==> config.mk <==
export PLATFORM = sky130hd
export DESIGN_NAME = cursor_blink_gen
export DESIGN_NICKNAME = d
export VERILOG_FILES = /design/src/rtl/cursor_blink_pkg.sv /design/src/rtl/cb_field_counter.sv /design/src/rtl/cb_blink_mask.sv /design/src/rtl/cb_line_window.sv /design/src/rtl/cursor_blink_gen.sv
export SDC_FILE = /design/constraint.sdc
export NUM_CORES = 1
export LEC_CHECK = 0
export BUFFER_PORTS_ARGS = -buffer_cell sky130_fd_sc_hd__buf_2
export CAP_MARGIN = 20
export CORE_MARGIN = 5
export CORE_UTILIZATION = 39
export CTS_BUF_LIST = sky130_fd_sc_hd__clkbuf_16
export CTS_CLUSTER_DIAMETER = 30
export CTS_CLUSTER_SIZE = 40
export DETAILED_ROUTE_END_ITERATION = 10
export HOLD_SLACK_MARGIN = 0.15
export PLACE_DENSITY = 0.76
export SETUP_SLACK_MARGIN = 0.15
export SYNTH_ARGS = -nofsm -noshare
export SYNTH_HDL_FRONTEND = slang
export SYNTH_SLANG_ARGS = --single-unit
==> constraint.sdc <==
create_clock -name clk -period 1.2 [get_ports clk]
set_input_delay 0.06 -clock clk [delete_from_list [all_inputs] [get_ports clk]]
set_output_delay 0.06 -clock clk [all_outputs]
set_load 0.05 [all_outputs]
==> src/rtl/cursor_blink_pkg.sv <==
package cursor_blink_pkg;
  typedef enum logic [1:0] {ENC_NONE = 2'd0, ENC_NATIVE = 2'd1, ENC_MDA = 2'd2} enc_e;

  // Mask value for a blink mode and field count under a given encoding.
  function automatic logic blink_on(enc_e enc, logic [1:0] mode, logic [4:0] fcnt);
    logic r;
    r = 1'b0;
    case (enc)
      ENC_NATIVE: begin
        case (mode)
          2'b00: r = 1'b1;
          2'b01: r = 1'b0;
          2'b10: r = fcnt[3];
          default: r = fcnt[4];
        endcase
      end
      ENC_MDA: begin
        case (mode)
          2'b00: r = fcnt[3];
          2'b01: r = 1'b0;
          2'b10: r = 1'b1;
          default: r = (fcnt[3:2] == 2'b00);
        endcase
      end
      default: r = 1'b0;
    endcase
    return r;
  endfunction
endpackage

==> src/rtl/cb_field_counter.sv <==
module cb_field_counter #(
  parameter int FCNT_W = 5
) (
  input  logic              clk,
  input  logic              rst_n,
  input  logic              advance,
  output logic [FCNT_W-1:0] fcnt,
  output logic [FCNT_W-1:0] fcnt_next
);
  assign fcnt_next = advance ? fcnt + 1'b1 : fcnt;

  always_ff @(posedge clk) begin
    if (!rst_n) fcnt <= '0;
    else        fcnt <= fcnt_next;
  end

  p_count_step_r1: assert property (@(posedge clk) disable iff (!rst_n)
    advance |=> fcnt == $past(fcnt) + 1'b1);
  p_count_hold_r1: assert property (@(posedge clk) disable iff (!rst_n)
    !advance |=> $stable(fcnt));
endmodule

==> src/rtl/cb_blink_mask.sv <==
module cb_blink_mask
  import cursor_blink_pkg::*;
#(
  parameter enc_e ENC    = ENC_NATIVE,
  parameter int   FCNT_W = 5
) (
  input  logic              clk,
  input  logic              rst_n,
  input  logic              mode_we,
  input  logic              advance,
  input  logic [1:0]        mode,
  input  logic [FCNT_W-1:0] fcnt_next,
  output logic              mask
);
  logic recompute;
  assign recompute = mode_we | advance;

  always_ff @(posedge clk) begin
    if (!rst_n)         mask <= 1'b0;
    else if (recompute) mask <= blink_on(ENC, mode, fcnt_next[4:0]);
  end

  p_mask_hold_r6: assert property (@(posedge clk) disable iff (!rst_n)
    !recompute |=> $stable(mask));
  generate
    if (ENC == ENC_NATIVE) begin : g_nat_chk
      p_native_steady_r2: assert property (@(posedge clk) disable iff (!rst_n)
        (mode_we && mode == 2'b00) |=> mask);
      p_native_off_r3: assert property (@(posedge clk) disable iff (!rst_n)
        (recompute && mode == 2'b01) |=> !mask);
    end else if (ENC == ENC_MDA) begin : g_mda_chk
      p_mda_steady_r5: assert property (@(posedge clk) disable iff (!rst_n)
        (recompute && mode == 2'b10) |=> mask);
    end else begin : g_none_chk
      p_none_low_r10: assert property (@(posedge clk) disable iff (!rst_n) !mask);
    end
  endgenerate
endmodule

==> src/rtl/cb_line_window.sv <==
module cb_line_window #(
  parameter int LINE_W = 5
) (
  input  logic              clk,
  input  logic              rst_n,
  input  logic              line_start,
  input  logic [LINE_W-1:0] line_in,
  input  logic [LINE_W-1:0] first_line,
  input  logic [LINE_W-1:0] last_line,
  output logic              on_line
);
  logic in_window;
  assign in_window = (line_in >= first_line) && (line_in <= last_line);

  always_ff @(posedge clk) begin
    if (!rst_n)          on_line <= 1'b0;
    else if (line_start) on_line <= in_window;
  end

  p_flag_hold_r7: assert property (@(posedge clk) disable iff (!rst_n)
    !line_start |=> $stable(on_line));
  p_flag_inverted_r7: assert property (@(posedge clk) disable iff (!rst_n)
    (line_start && first_line > last_line) |=> !on_line);
endmodule

==> src/rtl/cursor_blink_gen.sv <==
module cursor_blink_gen
  import cursor_blink_pkg::*;
#(
  parameter enc_e ENC    = ENC_NATIVE,
  parameter int   ADDR_W = 14,
  parameter int   LINE_W = 5,
  parameter int   FCNT_W = 5
) (
  input  logic              clk,
  input  logic              rst_n,
  input  logic [LINE_W-1:0] line_in,
  input  logic [ADDR_W-1:0] refresh_addr,
  input  logic              disp_en,
  input  logic              line_start,
  input  logic              field_end,
  input  logic              cur_start_we,
  input  logic [LINE_W+1:0] cur_start,
  input  logic [LINE_W-1:0] cur_end,
  input  logic [ADDR_W-1:0] cur_addr,
  output logic              cursor_out
);
  localparam int MODE_LSB = LINE_W;

  logic [FCNT_W-1:0] fcnt, fcnt_next;
  logic              mask, on_line, addr_hit;

  cb_field_counter #(.FCNT_W(FCNT_W)) u_fcnt (
    .clk(clk), .rst_n(rst_n), .advance(field_end),
    .fcnt(fcnt), .fcnt_next(fcnt_next));

  cb_blink_mask #(.ENC(ENC), .FCNT_W(FCNT_W)) u_mask (
    .clk(clk), .rst_n(rst_n), .mode_we(cur_start_we), .advance(field_end),
    .mode(cur_start[MODE_LSB+1:MODE_LSB]), .fcnt_next(fcnt_next), .mask(mask));

  cb_line_window #(.LINE_W(LINE_W)) u_win (
    .clk(clk), .rst_n(rst_n), .line_start(line_start), .line_in(line_in),
    .first_line(cur_start[LINE_W-1:0]), .last_line(cur_end), .on_line(on_line));

  assign addr_hit = (refresh_addr == cur_addr);

  generate
    if (ENC == ENC_NONE) begin : g_none
      assign cursor_out = 1'b0;
    end else begin : g_live
      assign cursor_out = mask & on_line & addr_hit & disp_en;
    end
  endgenerate

  p_out_needs_enable_r8: assert property (@(posedge clk) disable iff (!rst_n)
    cursor_out |-> (disp_en && on_line && mask));
  p_reset_clears_r9: assert property (@(posedge clk)
    !rst_n |=> !cursor_out);
endmodule

==> summary.txt, run 1 <==
Outcome
  • Status: complete, but fails checks
  • Violated checks: negative setup slack

STA
  • Final min period: 1.24 ns
  • Final Hold Viols: 0
  • Setup-failing EPs final: 1
  • Rel. slew slack: 0.838
  • Slew Limit Fails: 0
  • Crit share post-route: 1.03
  • Setup ws final: -0.0355 ns
  • Worst Skew: 0.000978 ns
  • Tightest Pin Transition: 0.240 ns
  • Max Fclk: 809 MHz
  • RSZ-0062 raised after global routing: true

Place
  • Gpl congestion: 0.812
  • Port Buf Inserts: 51
  • Cells after DPL: 158
  • DP Worst Slack: -0.127 ns
  • DP HPWL: 1.57 mm

Synth
  • Post-synthesis cell count: 83
  • Yosys reg bits: 7
  • Yosys Warn Count: 0
  • Post-synth cell types: 24
  • Main combinational cell family by area after synthesis: XOR/XNOR gates
  • Synth Area in Adders: 0.195
  • Post-synth EDFFs: 0
  • Compound-cell area share of the yosys netlist: 0.119
  • Net Count, Synth: 145
  • Mux cell area share after synthesis: 0.0142
  • Synth Area in Simple Gates: 0.186
  • Mean Syn Cell Area: 8.50 um2
  • Xor-xnor portion of the synthesized cell area: 0.223
  • Asr flop ratio synth: 0
  • Sequential share of the synthesized area: 0.199
  • Post-synthesis cell area: 706 um2
  • Main synth FF type: dfxtp_1

Worst setup path
  • Startpoint types: flip-flop
  • CP max stage cell: dfxtp_2
  • Max incr delay on CP: 0.32 ns
  • Cell breakdown of the critical path: nand4_1 -> nor4_4 -> buf_6
  • CP Capture Type: output port
  • CP Max Fanout: 2
  • Crit path required time: 1.14 ns
  • CP Data Arrival Time: 1.18 ns
  • Buf/Inv on CP: 1
  • Crit-path leading delay family: simple AND/OR/NAND/NOR gates
  • Crit Path Category: reg2out

Clock tree
  • Sink Count: 7
  • Clock Tree Buf Depth: 2
  • H-tree depth: 1
  • Root buf cell: clkbuf_16
  • Worst-skew pair later-pin latency: 0.23 ns
  • CTS tree: done
  • CTS buffer count: 3
  • Clk pin slew, worst setup/hold paths: 0.04 ns

Detailed routing
  • Final ANT Viol Nets: 0
  • Via/cell ratio: 4.64
  • DRC: 0
  • Initial DRT Pass Iterations: 4
  • Wire per inst: 11.7 um
  • Drt first-iter violations: 8
  • Via count: 779
  • Final wirelength: 1.96 mm

Power and ir drop
  • Leakage: 0.000622 uW
  • Pwr dens: 918 nW/um2
  • Overall power: 1100 uW
  • VDD IR max: 723 uV

Global routing
  • Gr ovfl total: 0
  • Largest net degree at the start of global routing: 9
  • Tot GR Track Use: 0.146
  • First-pass GRT wire length: 2.95 mm
  • Vias in the first global route: 790
  • Initial antenna violation count: 0

Finish
  • Area delta synth->final: 70.2%
  • Multi-input logic area: 587 um2
  • Layout Nets: 206
  • Layout cells sized above 1: 0.462
  • Fillers: 154
  • Reg area: 144 um2
  • Final std cells w/o fill: 168
  • Ant diodes: 0

Run
  • Max Cap Viol: 0

Floorplanning
  • Chip height: 52.5 um
  • I/O pin count: 52
  • Initial Util: 0.409
  • Die X: 52.5 um
  • # rows: 15
  • Total die area: 2760 um2
  • Core area: 1730 um2

Min path
  • Worst hold path type: in2reg
[stage by stage]
| stage | TNS [ns] | cell area [um2] | util | hold slack, ns |
|---|---|---|---|---|
| 2_1_floorplan | -0.0305 | 719 | - | 0.182 |
| 3_3_place_gp | -0.0554 | 998 | 0.578 | 0.306 |
| 3_5_place_dp | -0.148 | 998 | 0.578 | 0.310 |
| 4_1_cts | -0.0419 | 1160 | 0.670 | 0.168 |
| 5_1_grt | -0.110 | 1200 | 0.696 | 0.210 |
| 6_report | -0.0355 | 1200 | 0.696 | 0.174 |
[worst min-delay path, stage by stage]
cell and delay, ns:
buf_2 0.09, a31oi_1 0.09, a21oi_1 0.12
[metal layers]
| layer | track usage | vias to the layer above | share of wire |
|---|---|---|---|
| met2 | 0.298 | 33 | 0.55 |
| li1 | - | 404 | - |
| met5 | 0 | - | 0 |
| met1 | 0.127 | 342 | 0.35 |
| met4 | 0.0511 | 0 | 0 |
| met3 | 0.0513 | 0 | 0.094 |
[area by class of cell]
class | instances | area share
flip-flops and latches | 7 | 0.120
multi-input cells | 65 | 0.489
repair buffers | 57 | 0.269
well taps | 25 | 0.0260
clock inverters | 1 | 0.00313
inverters | 10 | 0.0313
clock buffers | 3 | 0.0625
[flip-flops by register name, indices dropped and copies added (netlist names)]
signal / cells
u_fcnt.fcnt: 5
u_mask.mask: 1
u_win.on_line: 1
[cell usage after synthesis (2+ instances only)]
master | number | share of area
a21oi_1 | 3 | 0.021
a31oi_1 | 3 | 0.027
and2_1 | 4 | 0.035
dfxtp_1 | 7 | 0.20
ha_1 | 11 | 0.20
inv_1 | 10 | 0.053
nand2_1 | 3 | 0.016
nand2b_1 | 2 | 0.018
nand4_1 | 5 | 0.044
nor2_1 | 3 | 0.016
o21ai_0 | 2 | 0.014
o31ai_1 | 2 | 0.021
xnor2_1 | 13 | 0.16
xor2_1 | 5 | 0.062
[path summary, 6_finish.rpt]
check,cells after the start,startpoint,slack (ns),endpoint
worst max-delay path,3,u_mask.mask,-0.04,cursor_out
worst max register to register,5,u_fcnt.fcnt[1],0.06,u_mask.mask
worst min register to register,2,u_mask.mask,0.54,u_mask.mask
worst min-delay path,3,cur_start[6],0.17,u_mask.mask
[layout by cell type (no fill, tap or decap)]
cell and count:
inv_1 11, a41o_1 1, o21bai_1 1, a21oi_1 3, nand2_1 3, buf_4 2
ha_4 3, xnor2_1 13, buf_2 49, dfxtp_2 3, dlygate4sd3_1 4, and2_1 4
nor2b_1 1, a31oi_2 1, xor2_2 1, nor2_1 3, o21ai_1 1, ha_1 8
mux2i_1 1, nand4_1 5, a31oi_1 2, nor4_2 1, and3b_1 1, nor4_4 1
a21o_1 1, clkbuf_16 3, o21ai_0 1, dfxtp_1 4, buf_6 2, nand2b_1 2
xor2_1 4, and3_1 1, o31ai_1 2
[kinds of logic (layout without fill, tap and decap cells)]
| group | Yosys count | count (layout) |
|---|---|---|
| buf+inv | 11 | 71 |
| compound gates | 13 | 13 |
| simple gates | 22 | 22 |
| flops | 7 | 7 |
| fa+ha+maj | 11 | 11 |
| mux | 1 | 1 |
| xor+xnor | 18 | 18 |
[where the power goes]
| part | leakage (uW) | switching (uW) | internal [uW] |
|---|---|---|---|
| sequential | 0.0000581 | 10.9 | 248 |
| combinational | 0.000521 | 122 | 170 |
| clock | 0.0000423 | 119 | 433 |
| total | 0.000622 | 252 | 850 |
[timing repair]
action | 4_1_cts | 5_1_grt
gates resized for setup | 5 | 5
pin swaps | 5 | 5
setup buffers | 2 | 0
endpoints found under the setup margin | 2 | 4
hold buffers | 4 | 0
endpoints found under the hold margin | 3 | 0
Note: power is estimated with default switching activity, not from simulation.
==> run 2, diff against run 1 <==
--- a/config.mk
+++ b/config.mk
@@ -5,7 +5,7 @@
 export SDC_FILE = /design/constraint.sdc
 export NUM_CORES = 1
 export LEC_CHECK = 0
-export BUFFER_PORTS_ARGS = -buffer_cell sky130_fd_sc_hd__buf_2
+export BUFFER_PORTS_ARGS = -buffer_cell sky130_fd_sc_hd__clkbuf_2
 export CAP_MARGIN = 20
 export CORE_MARGIN = 5
 export CORE_UTILIZATION = 39
@@ -16,6 +16,7 @@
 export HOLD_SLACK_MARGIN = 0.15
 export PLACE_DENSITY = 0.76
 export SETUP_SLACK_MARGIN = 0.15
+export SLEW_MARGIN = 30
 export SYNTH_ARGS = -nofsm -noshare
 export SYNTH_HDL_FRONTEND = slang
 export SYNTH_SLANG_ARGS = --single-unit
==> run 2 against run 1 <==
  * The flow still finishes with violations (negative setup slack)
  * Setup slack got worse by 0.062 ns
  * Die area unchanged
  * Critical path depth is the same
  * Core utilization decreased by 0.80 points
  * Combinational power shrank 6.8%
  * Power decreased by 1.1%
  * Hold slack gained 0.047 ns
  * Fmax is 4.8% lower
  * Register-to-register slack improved by 0.06 ns
  * Final cell count is 0.60% higher
  * Sequential share of layout area barely moved
  * Clock-buffer cell count did not move
  * Critical endpoint unchanged
  * Highest routed layer is now met4
==> summary.txt, run 2 (synthesis gave the netlist of run 1 again) <==
Place
  • Gpl congestion: 0.809 (-0.26%)
  • Port Buf Inserts: 51 (unchanged)
  • DP HPWL: 1.55 mm (-1.2%)
  • DP Worst Slack: -0.00946 ns (+0.117 ns)

Detailed routing
  • Final wirelength: 1.84 mm (-6.1%)
  • DRC: 0 (unchanged)
  • Final ANT Viol Nets: 0 (unchanged)
  • Wire per inst: 10.9 um (-6.7%)
  • Drt first-iter violations: 10 (+2)
  • Via/cell ratio: 4.59 (-1.1%)
  • Via count: 775 (-0.51%)
  • Initial DRT Pass Iterations: 4 (unchanged)

Power and ir drop
  • Leakage: 0.000643 uW (+3.4%)
  • Pwr dens: 918 nW/um2 (about the same)
  • VDD IR max: 813 uV (+12%)

Min path
  • Worst hold path type: in2reg

Clock tree
  • Root buf cell: clkbuf_16
  • Clock Tree Buf Depth: 2 (unchanged)
  • Sink Count: 7 (unchanged)
  • H-tree depth: 1 (unchanged)
  • CTS tree: done
  • CTS buffer count: 3 (unchanged)
  • Worst-skew pair later-pin latency: 0.23 ns (about the same)
  • Clk pin slew, worst setup/hold paths: 0.04 ns (about the same)

STA
  • Worst Skew: 0.00180 ns (+0.000825 ns)
  • Crit share post-route: 1.08 (+0.0520)
  • Max Fclk: 770 MHz (-4.8%)
  • Rel. slew slack: 0.824 (-0.0148)
  • Setup-failing EPs final: 1 (unchanged)
  • Slew Limit Fails: 0 (unchanged)
  • Tightest Pin Transition: 0.263 ns (+0.0222 ns)
  • RSZ-0062 raised after global routing: true
  • Setup ws final: -0.0979 ns (-0.0624 ns)
  • Final min period: 1.30 ns (+0.0624 ns)
  • Final Hold Viols: 0 (unchanged)

Floorplanning
  • Core area: 1730 um2 (unchanged)
  • Total die area: 2760 um2 (unchanged)
  • Die X: 52.5 um (unchanged)
  • I/O pin count: 52 (unchanged)
  • Initial Util: 0.409 (unchanged)
  • Chip height: 52.5 um (unchanged)
  • # rows: 15 (unchanged)

Global routing
  • Tot GR Track Use: 0.144 (-0.00227)
  • Gr ovfl total: 0 (unchanged)
  • Initial antenna violation count: 0 (unchanged)
  • Largest net degree at the start of global routing: 9 (unchanged)
  • Most Crowded Layer GR: met2
  • Met1 GRT Util: 0.137 (+0.0105)
  • M2 GR Usage: 0.277 (-0.0207)
  • First-pass GRT wire length: 2.90 mm (-1.9%)
  • Vias in the first global route: 752 (-4.8%)
  • Grt met3 use: 0.0342 (-0.0171)

Finish
  • Commonest non-fill, non-tap cell in the layout: clkbuf_2
  • Largest Register: u_fcnt.fcnt
  • Area delta synth->final: 68.3%
  • Most frequent cells in the layout: clkbuf_2, xnor2_1, inv_1
  • Post-layout util: 0.688 (-0.00797)
  • Number of flip-flops under the largest register name: 5 (unchanged)
  • Ant diodes: 0 (unchanged)
  • Layout cells sized above 1: 0.431 (-0.0310)
  • Fillers: 156 (+1.3%)
  • Layout Nets: 207 (+0.49%)
  • Biggest regs: u_fcnt.fcnt x5, u_mask.mask x1, u_win.on_line x1

Outcome
  • Violated checks: negative setup slack
  • Status: complete, but fails checks

Worst setup path
  • Crit path required time: 1.14 ns (about the same)
  • Startpoint types: flip-flop
  • Crit Path Category: reg2out
  • CP Data Arrival Time: 1.24 ns (+0.06 ns)
  • CP Capture Type: output port
  • CP Max Fanout: 2 (unchanged)

Run
  • Max Cap Viol: 0 (unchanged)
run 2: path summary, 6_finish.rpt:
path / from / endpoint / slack [ns] / cells past startpoint
min reg2reg: u_mask.mask / u_mask.mask / 0.53 / 2
max reg2reg: u_fcnt.fcnt[1] / u_mask.mask / 0.12 / 5
min: field_end / u_fcnt.fcnt[1] / 0.22 / 3
max: u_win.on_line / cursor_out / -0.1 / 3
run 2: metal layers:
metal  wire length, um  part of all wire
met3               162             0.088
met1               667              0.36
met5                 0                 0
met4                46             0.025
met2               963              0.52
run 2: what timing repair did:
action,4_1_cts,5_1_grt
resized for setup,1,3
hold buffers,5,0
pin swaps,4,4
endpoints found under the setup margin,2,4
endpoints found under the hold margin,4,0
setup buffers,2,0
run 2: final cells by class:
class | instances | area [um2] | area share
Sequential cell | 7 | 143 | 0.120
Tap cell | 25 | 31.3 | 0.0263
Timing Repair Buffer | 58 | 335 | 0.282
Multi-Input combinational cell | 65 | 562 | 0.473
Clock inverter | 1 | 3.75 | 0.00316
Clock buffer | 3 | 75.1 | 0.0632
Inverter | 10 | 37.5 | 0.0316
run 2: stage by stage:
step | setup TNS, ns | area [um2] | hold WS, ns | total power [uW] | instances
after floorplan | -0.0305 | 719 | 0.182 | 390 | 83
after global placement | 0 | 1010 | 0.308 | 495 | 158
after detailed placement | -0.0189 | 1010 | 0.312 | 504 | 158
after CTS | -0.118 | 1170 | 0.225 | 1100 | 169
after global routing | -0.163 | 1190 | 0.252 | 1160 | 169
final | -0.0979 | 1190 | 0.220 | 1090 | 169
run 2: power breakdown:
part / switching, uW / leakage (uW) / internal, uW / total, uW
sequential: 9.39 / 0.0000578 / 248 / 257
clock: 127 / 0.0000423 / 433 / 561
combinational: 112 / 0.000543 / 161 / 272
run 2: critical path, stage by stage (launching register included):
cell and delay [ns]:
dfxtp_1 0.32, nand4_1 0.15, nor4_4 0.36, buf_12 0.18
